## src/rtl/rawlk_pkg.sv

```systemverilog
package rawlk_pkg;

  localparam int INSTR_W = 32;
  localparam int OP_W    = 6;
  localparam int REG_AW  = 5;

  localparam logic [OP_W-1:0] OPC_REGREG = 6'h00;
  localparam logic [OP_W-1:0] OPC_JUMP   = 6'h02;
  localparam logic [OP_W-1:0] OPC_JLINK  = 6'h03;
  localparam logic [OP_W-1:0] OPC_BRZ    = 6'h04;
  localparam logic [OP_W-1:0] OPC_BRNZ   = 6'h05;
  localparam logic [OP_W-1:0] OPC_LOAD   = 6'h23;
  localparam logic [OP_W-1:0] OPC_STORE  = 6'h2B;

  typedef enum logic [2:0] {
    FMT_REGREG,
    FMT_REGIMM,
    FMT_LOAD,
    FMT_STORE,
    FMT_BRANCH,
    FMT_JUMP
  } fmt_e;

  // Strobes from control to datapath.
  typedef struct packed {
    logic useSrcA;
    logic useSrcB;
    logic destFromRd;
    logic regWrite;
    logic memEn;
    logic bubble;
  } strobe_t;

endpackage

```

## src/rtl/rawlk_cmp.sv

```systemverilog
module rawlk_cmp #(
  parameter int REG_AW = rawlk_pkg::REG_AW
) (
  input  logic [REG_AW-1:0] src,
  input  logic [REG_AW-1:0] dest,
  input  logic              destWe,
  output logic              hit
);

  logic destLive;

  // Register 0 is hardwired to zero and never carries a dependence.
  assign destLive = destWe && (dest != '0);
  assign hit      = destLive && (dest == src);

endmodule

```

## src/rtl/rawlk_dpath.sv

```systemverilog
module rawlk_dpath
  import rawlk_pkg::*;
#(
  parameter int INSTR_W     = rawlk_pkg::INSTR_W,
  parameter int OP_W        = rawlk_pkg::OP_W,
  parameter int REG_AW      = rawlk_pkg::REG_AW,
  parameter int LATE_STAGES = 1
) (
  input  logic                          clk,
  input  logic                          rst_n,
  input  logic [INSTR_W-1:0]            idInstr,
  input  logic [LATE_STAGES*REG_AW-1:0] lateDest,
  input  logic [LATE_STAGES-1:0]        lateWe,
  input  strobe_t                       strobes,
  output logic                          srcAHit,
  output logic                          srcBHit,
  output logic [REG_AW-1:0]             exDest,
  output logic                          exRegWrite,
  output logic                          exMemEn
);

  localparam int OP_LSB   = INSTR_W - OP_W;
  localparam int SRCA_LSB = OP_LSB - REG_AW;
  localparam int SRCB_LSB = SRCA_LSB - REG_AW;
  localparam int RD_LSB   = SRCB_LSB - REG_AW;
  localparam int STAGES   = LATE_STAGES + 1;

  logic [REG_AW-1:0] srcA;
  logic [REG_AW-1:0] srcB;
  logic [REG_AW-1:0] fieldRd;
  logic [REG_AW-1:0] idDest;

  logic [REG_AW-1:0] stageDest [STAGES];
  logic              stageWe   [STAGES];
  logic [STAGES-1:0] hitA;
  logic [STAGES-1:0] hitB;

  logic [REG_AW-1:0] exDestQ;
  logic              exRegWriteQ;
  logic              exMemEnQ;
  logic              issueWrite;

  assign srcA    = idInstr[SRCA_LSB +: REG_AW];
  assign srcB    = idInstr[SRCB_LSB +: REG_AW];
  assign fieldRd = idInstr[RD_LSB +: REG_AW];
  assign idDest  = strobes.destFromRd ? fieldRd : srcB;

  // Stage 0 is the execute slot held here; the rest arrive from outside.
  assign stageDest[0] = exDestQ;
  assign stageWe[0]   = exRegWriteQ;

  for (genvar s = 1; s < STAGES; s++) begin : g_late
    assign stageDest[s] = lateDest[(s-1)*REG_AW +: REG_AW];
    assign stageWe[s]   = lateWe[s-1];
  end

  for (genvar s = 0; s < STAGES; s++) begin : g_cmp
    rawlk_cmp #(.REG_AW(REG_AW)) u_cmpA (
      .src    (srcA),
      .dest   (stageDest[s]),
      .destWe (stageWe[s]),
      .hit    (hitA[s])
    );
    rawlk_cmp #(.REG_AW(REG_AW)) u_cmpB (
      .src    (srcB),
      .dest   (stageDest[s]),
      .destWe (stageWe[s]),
      .hit    (hitB[s])
    );
  end

  assign srcAHit = |hitA;
  assign srcBHit = |hitB;

  assign issueWrite = strobes.regWrite && !strobes.bubble;

  always_ff @(posedge clk) begin
    if (!rst_n) begin
      exDestQ     <= '0;
      exRegWriteQ <= 1'b0;
      exMemEnQ    <= 1'b0;
    end else begin
      exRegWriteQ <= issueWrite;
      exMemEnQ    <= strobes.memEn && !strobes.bubble;
      exDestQ     <= issueWrite ? idDest : '0;
    end
  end

  assign exDest     = exDestQ;
  assign exRegWrite = exRegWriteQ;
  assign exMemEn    = exMemEnQ;

  // Opcode and immediate bits are decoded by control, not here.
  logic unusedBits;
  assign unusedBits = ^{idInstr[INSTR_W-1:SRCA_LSB+REG_AW], idInstr[RD_LSB-1:0]};

endmodule

```

## src/rtl/rawlk_ctrl.sv

```systemverilog
module rawlk_ctrl
  import rawlk_pkg::*;
#(
  parameter int OP_W = rawlk_pkg::OP_W
) (
  input  logic [OP_W-1:0] opcode,
  input  logic            srcAHit,
  input  logic            srcBHit,
  output strobe_t         strobes,
  output logic            stall
);

  fmt_e fmt;
  logic hazard;

  always_comb begin
    unique case (opcode)
      OPC_REGREG:          fmt = FMT_REGREG;
      OPC_LOAD:            fmt = FMT_LOAD;
      OPC_STORE:           fmt = FMT_STORE;
      OPC_BRZ, OPC_BRNZ:   fmt = FMT_BRANCH;
      OPC_JUMP, OPC_JLINK: fmt = FMT_JUMP;
      default:             fmt = FMT_REGIMM;
    endcase
  end

  always_comb begin
    strobes = '0;
    unique case (fmt)
      FMT_REGREG: begin
        strobes.useSrcA    = 1'b1;
        strobes.useSrcB    = 1'b1;
        strobes.destFromRd = 1'b1;
        strobes.regWrite   = 1'b1;
      end
      FMT_REGIMM: begin
        strobes.useSrcA  = 1'b1;
        strobes.regWrite = 1'b1;
      end
      FMT_LOAD: begin
        strobes.useSrcA  = 1'b1;
        strobes.regWrite = 1'b1;
        strobes.memEn    = 1'b1;
      end
      FMT_STORE: begin
        strobes.useSrcA = 1'b1;
        strobes.useSrcB = 1'b1;
        strobes.memEn   = 1'b1;
      end
      FMT_BRANCH: begin
        strobes.useSrcA = 1'b1;
      end
      default: begin
        // Jump: no register fields compared, nothing written.
      end
    endcase
    hazard         = (strobes.useSrcA && srcAHit) || (strobes.useSrcB && srcBHit);
    strobes.bubble = hazard;
  end

  assign stall = hazard;

endmodule

```

## src/rtl/raw_interlock.sv

```systemverilog
module raw_interlock
  import rawlk_pkg::*;
#(
  parameter int INSTR_W     = rawlk_pkg::INSTR_W,
  parameter int OP_W        = rawlk_pkg::OP_W,
  parameter int REG_AW      = rawlk_pkg::REG_AW,
  parameter int LATE_STAGES = 1
) (
  input  logic                          clk,
  input  logic                          rst_n,
  input  logic [INSTR_W-1:0]            idInstr,
  input  logic [LATE_STAGES*REG_AW-1:0] lateDest,
  input  logic [LATE_STAGES-1:0]        lateWe,
  output logic                          stall,
  output logic                          pcWrite,
  output logic                          ifIdWrite,
  output logic [REG_AW-1:0]             exDest,
  output logic                          exRegWrite,
  output logic                          exMemEn
);

  strobe_t strobes;
  logic    srcAHit;
  logic    srcBHit;
  logic    stallInt;

  rawlk_ctrl #(.OP_W(OP_W)) u_ctrl (
    .opcode  (idInstr[INSTR_W-1 -: OP_W]),
    .srcAHit (srcAHit),
    .srcBHit (srcBHit),
    .strobes (strobes),
    .stall   (stallInt)
  );

  rawlk_dpath #(
    .INSTR_W     (INSTR_W),
    .OP_W        (OP_W),
    .REG_AW      (REG_AW),
    .LATE_STAGES (LATE_STAGES)
  ) u_dpath (
    .clk        (clk),
    .rst_n      (rst_n),
    .idInstr    (idInstr),
    .lateDest   (lateDest),
    .lateWe     (lateWe),
    .strobes    (strobes),
    .srcAHit    (srcAHit),
    .srcBHit    (srcBHit),
    .exDest     (exDest),
    .exRegWrite (exRegWrite),
    .exMemEn    (exMemEn)
  );

  assign stall     = stallInt;
  assign pcWrite   = !stallInt;
  assign ifIdWrite = !stallInt;

endmodule

```

## config.mk

```make
export PLATFORM = sky130hd
export DESIGN_NAME = raw_interlock
export DESIGN_NICKNAME = d
export VERILOG_FILES = /design/src/rtl/rawlk_pkg.sv /design/src/rtl/rawlk_cmp.sv /design/src/rtl/rawlk_dpath.sv /design/src/rtl/rawlk_ctrl.sv /design/src/rtl/raw_interlock.sv
export SDC_FILE = /design/constraint.sdc
export NUM_CORES = 1
export LEC_CHECK = 0
export BUFFER_PORTS_ARGS = -buffer_cell sky130_fd_sc_hd__buf_2
export CAP_MARGIN = 25
export CORE_MARGIN = 2
export CORE_UTILIZATION = 33
export DETAILED_ROUTE_END_ITERATION = 6
export PLACE_DENSITY_LB_ADDON = 0.3
export SLEW_MARGIN = 5
export SYNTH_ARGS = -nofsm -noshare
export SYNTH_HDL_FRONTEND = slang
export SYNTH_SLANG_ARGS = --single-unit
```

## constraint.sdc

```tcl
create_clock -name clk -period 3.7 [get_ports clk]
set_input_delay 0.925 -clock clk [delete_from_list [all_inputs] [get_ports clk]]
set_output_delay 0.925 -clock clk [all_outputs]
set_load 0.01 [all_outputs]
```

# Word-level counts from Yosys, hierarchy flattened
# Cells that the tools add are included.
totals:
  regBits: 7
  input_bits: 40
  output_inout_bits: 10
  word_cells: 49
op_classes:
  eq_ne: 14
  n_mux: 7
  n_reduce_logical: 25
op_table:
  columns: ["cell", "count"]
  rows:
  - ["equality test 5 bit", 4]
  - ["case mux 3 bit (5 select lines)", 1]
  - ["equality test 6 x 2 -> 1 bit (second input constant)", 2]
  - ["equality test 6 x 3 -> 1 bit (second input constant)", 2]
  - ["equality test 6 bit (second input constant)", 2]
  - ["OR reduction 2 bit", 6]
  - ["logical AND 1 bit", 10]
  - ["nonzero test 5 bit", 2]
  - ["equality test 3 x 2 -> 1 bit (second input constant)", 2]
  - ["logical NOT 6 bit", 1]
  - ["2-to-1 mux 1 bit", 5]
  - ["2-to-1 mux 5 bit", 1]
  - ["OR reduction 5 bit", 1]
  - ["equality test 3 x 1 -> 1 bit (second input constant)", 1]
  - ["equality test 3 bit (second input constant)", 1]
  - ["logical NOT 3 bit", 1]
  - ["OR reduction 3 bit", 1]
  - ["AND reduction 2 bit", 1]
  - ["logical NOT 1 bit", 1]
  - ["logical OR 1 bit", 1]

# Longest topological paths before layout
depth:
  depth_word: 11
  ltp_mapped: 7
  depth_no_buf: 5

# By module
# From an unflattened synthesis, not the netlist that was laid out.
unflattened:
  hier_cells: 79
  hier_area_um2: 680.7
by_module_without_submodules:
  columns: ["module", "instances", "cells_per_inst", "area_per_inst_um2", "seq_area_each_um2"]
  rows:
  - ["rawlk_cmp", 4, 10, 76.3, 0.0]
  - ["rawlk_dpath", 1, 23, 265.3, 140.1]
  - ["rawlk_ctrl", 1, 14, 98.8, 0.0]
  - ["raw_interlock", 1, 2, 11.3, 0.0]

# Worst setup path before layout
# No wires, ideal clock.
synth_path:
  kind: "input to output"
  startpoint: "in lateDest[1]"
  endpoint: "out pcWrite"
  arrival_ns: 2.406
  t_required_ns: 2.775
  path_slack_ns: 0.369
  cell_stages: 7
  n_path_buf: 2
  path_cell_list: "or4_4 > o21ai_2 > nor4_1 > a211o_1 > buf_6 > nor2_1 > buf_4"
synth_via:
  elab_chain_cells: 7
  word_cells_on_any_way: 12
  classes_between: "eq/ne: 2; reduce/logical: 10"
synth_lines:
  columns: ["item", "line_no", "rtl"]
  rows:
  - ["from (decl)", "raw_interlock.sv:12", "input logic [LATE_STAGES*REG_AW-1:0] lateDest,"]
  - ["nonzero test 5 bit", "rawlk_cmp.sv:13", "assign destLive = destWe && (dest != '0);"]
  - ["logical AND 1 bit", "rawlk_cmp.sv:13", null]
  - ["logical AND 1 bit", "rawlk_cmp.sv:14", "assign hit = destLive && (dest == src);"]
  - ["OR reduction 2 bit (on tied branches)", "rawlk_dpath.sv:72, rawlk_dpath.sv:73", null]
  - ["logical AND 1 bit", "rawlk_ctrl.sv:57", "hazard = (strobes.useSrcA && srcAHit) || (strobes.useSrcB && srcBHit);"]
  - ["logical OR 1 bit (*)", "rawlk_ctrl.sv:57", null]
  - ["logical NOT 1 bit (*)", null, null]
  - ["to (decl)", "raw_interlock.sv:15", "output logic pcWrite,"]
# Mark *: on every way between the ends. The rest lies on a longest branch, timed or not.

# Final worst setup path
layout_path:
  startpoint: "in lateDest[1]"
  endpoint: "out stall"
layout_via:
  elab_chain_cells: 6
  word_cells_on_any_way: 11
  classes_between: "eq/ne: 2; reduce/logical: 9"
layout_lines:
  columns: ["item", "line_no", "rtl"]
  rows:
  - ["nonzero test 5 bit", "rawlk_cmp.sv:13", null]
  - ["logical AND 1 bit", "rawlk_cmp.sv:13", null]
  - ["logical AND 1 bit", "rawlk_cmp.sv:14", null]
  - ["OR reduction 2 bit (on tied branches)", "rawlk_dpath.sv:72, rawlk_dpath.sv:73", null]
  - ["logical AND 1 bit", "rawlk_ctrl.sv:57", null]
  - ["logical OR 1 bit (*)", "rawlk_ctrl.sv:57", null]
  - ["to (decl)", "raw_interlock.sv:14", "output logic stall,"]
# Marked as above.

==> run metrics <==
outcome complete, no violations; Clock Pin Slew Worst Setup and Hold Paths approximately 0.050 ns; CP Max Fanout 4; final instance area between 800 and 900 sq um; register area share after synthesis 0.224; Final setup viols 0; Synth Flop Type dfxtp_1; worst r2r path cells 6; max-cap viol count 0; largest family of logic cells by synthesized area simple AND/OR/NAND/NOR gates; cts repair resizes 0; CTS tree done; Inserted Clock Buffers 3; synthesized cell area 626 sq um; Clock Latency Late Sink about 0.25 ns; layout cells sized above 1 0.409; core area roughly 1800 sq um; first-pass GRT wire length roughly 2400 um; initial antenna violation count 0; routed wire length per instance roughly 11 um; n_diodes 0; Fin Clk Skew around 0.0043 ns; Synth Area in Simple Gates 0.310; Overflow after GRT 0; Synth cell types 23; Die Height about 48 um; #FFs+latches synth 7; Setup crit start kind primary input; Avg Cell Area, Syn ~8.6 sq um; Power Dens Cells 260 nW/um^2; Die Area about 2300 sq um; dpl ws 0.226 ns; post-route antenna net violation count 0; fraction of the mapped netlist area in compound gates 0.0700; worst hold path type in -> reg; Final GP Congestion about 0.75; r2r setup slk between 1.5 and 2 ns; Worst-Margin Slew approximately 0.42 ns; TritonRoute pass-1 iters 4; Nets about 160; GRT Overall Usage 0.150; Power, Total 0.000226 W; CP Capture Type primary output; ys async rst share 0; most common cell after layout, fill and taps aside buf_2; H-Tree Level Count 1; fill count 205; worst r2r src u_dpath.exDest[0]; final WL roughly 1600 um; total placed instance area ~840 sq um; post-CTS setup buffers 0; post-synth top area share 0.224; Critical Path AT 2.54 ns; placed wire-length estimate roughly 1400 um; Rel. slew slack 0.716; area leader, netlist dfxtp_1; Final Util 0.493; Critical Path RT around 2.8 ns; Static Leak approximately 0.43 nW; Final Max Slew Viols 0; final worst slack 0.231 ns; vias in the first global route ~600; Max Clock Freq around 290 MHz; VDD IR max roughly 0.15 mV; TNS Setup 0 ns; Detailed Route Iter0 Violations 7; top cells by area, synth dfxtp_1 22%, xnor2_1 14%, xor2_1 14%; hold endpoint u_dpath.exMemEn; mux contribution to synthesized area 0.0800; Mapped Cells between 70 and 80; total clock sinks 7; starting density of the core 0.355; CTS root buf clkbuf_4; Yosys warnings 0; WHS Path Cells 3; fin crit share 0.938; I/O Pins 50; Crit Reg-Reg Endpoint u_dpath.exDest[2]; maximum number of pins on one net before global-route repair 8; area share of xor/xnor cells in the synthesized design 0.280; hold_sp rst_n; row count 15; Hold Vio Cnt, Final 0; IO Port Bufs 38; CTS Hold Bufs 0; via count slightly below 700; Setup CP Type in -> out; via/cell ratio ~4.8; Synth Area in Adders 0; final worst path period need 3.47 ns; drt drc 0; synth-to-layout area growth 39.0%; count of flip-flops with a built-in enable after synthesis 0; Synth Net Count 113; CTS max path bufs 2; highest-count cells in the layout ignoring fill and taps 38 x buf_2, 11 x nor4_1, 10 x xor2_1, 10 x xnor2_1, 7 x dfxtp_1; RSZ-0062 raised after global routing false; Die Wd around 48 um
[Yosys cell counts (all sizes together) (2+ instances only)]
library cell,number
nor4,12
nor2,3
xnor2,10
or4,3
nand3,4
o21ai,5
mux2i,5
dfxtp,7
xor2,10
nor3,2
buf,2
nand2,4
[cell families (layout without fill, tap and decap cells)]
family,Yosys count,after routing
xor+xnor,20,20
mux,5,5
simple gates,31,31
compound gates,7,7
flops,7,7
buf+inv,3,45
[layer usage]
layer	track usage	vias to the layer above	part of all wire
met3	0.0189	0	0.065
met2	0.265	21	0.47
met4	0.0324	0	0
met1	0.196	298	0.47
li1	-	354	-
met5	0	-	0
[through the flow]
| stage | hold WS [ns] | std cells |
|---|---|---|
| global route | 0.969 | 140 |
| floorplan | 0.814 | 73 |
| global placement | 0.955 | 136 |
| detailed placement | 0.959 | 136 |
| finish | 0.945 | 140 |
| CTS | 0.947 | 140 |
[critical path, stage by stage]
cell	delay [ns]
buf_2	0.12
or4_4	0.53
o21ai_2	0.14
nor4_1	0.06
a211o_1	0.34
or2_2	0.28
buf_2	0.14
[worst max path at each step]
stage	endpoint	from	slack, ns	depth (start not counted)
2_1_floorplan	pcWrite	lateDest[1]	0.37	7
3_3_place_gp	stall	lateDest[1]	0.23	7
3_5_place_dp	stall	lateDest[1]	0.23	7
4_1_cts	stall	lateDest[1]	0.22	7
5_1_grt	stall	lateDest[1]	0.17	7
6_report	stall	lateDest[1]	0.23	7
[report_power, final]
| part | switching (W) | total [W] | internal [W] |
|---|---|---|---|
| clock | 0.0000265 | 0.0000676 | 0.0000410 |
| combinational | 0.0000365 | 0.0000724 | 0.0000358 |
| sequential | 0.00000542 | 0.0000857 | 0.0000803 |
[flip-flops by register name, summed over array words and instances (netlist names)]
signal              count
u_dpath.exMemEn         1
u_dpath.exRegWrite      1
u_dpath.exDest          5
[final cells by class]
type / count / area [sq um] / share of cell area
inverter: 1 / 3.75 / 0.00432
tap: 25 / 31.3 / 0.0360
timing repair buffer: 40 / 205 / 0.236
clock buffer: 4 / 26.3 / 0.0302
multi-input combinational: 63 / 463 / 0.532
sequential: 7 / 140 / 0.161
No activity file was read; power rests on OpenSTA's default activity.
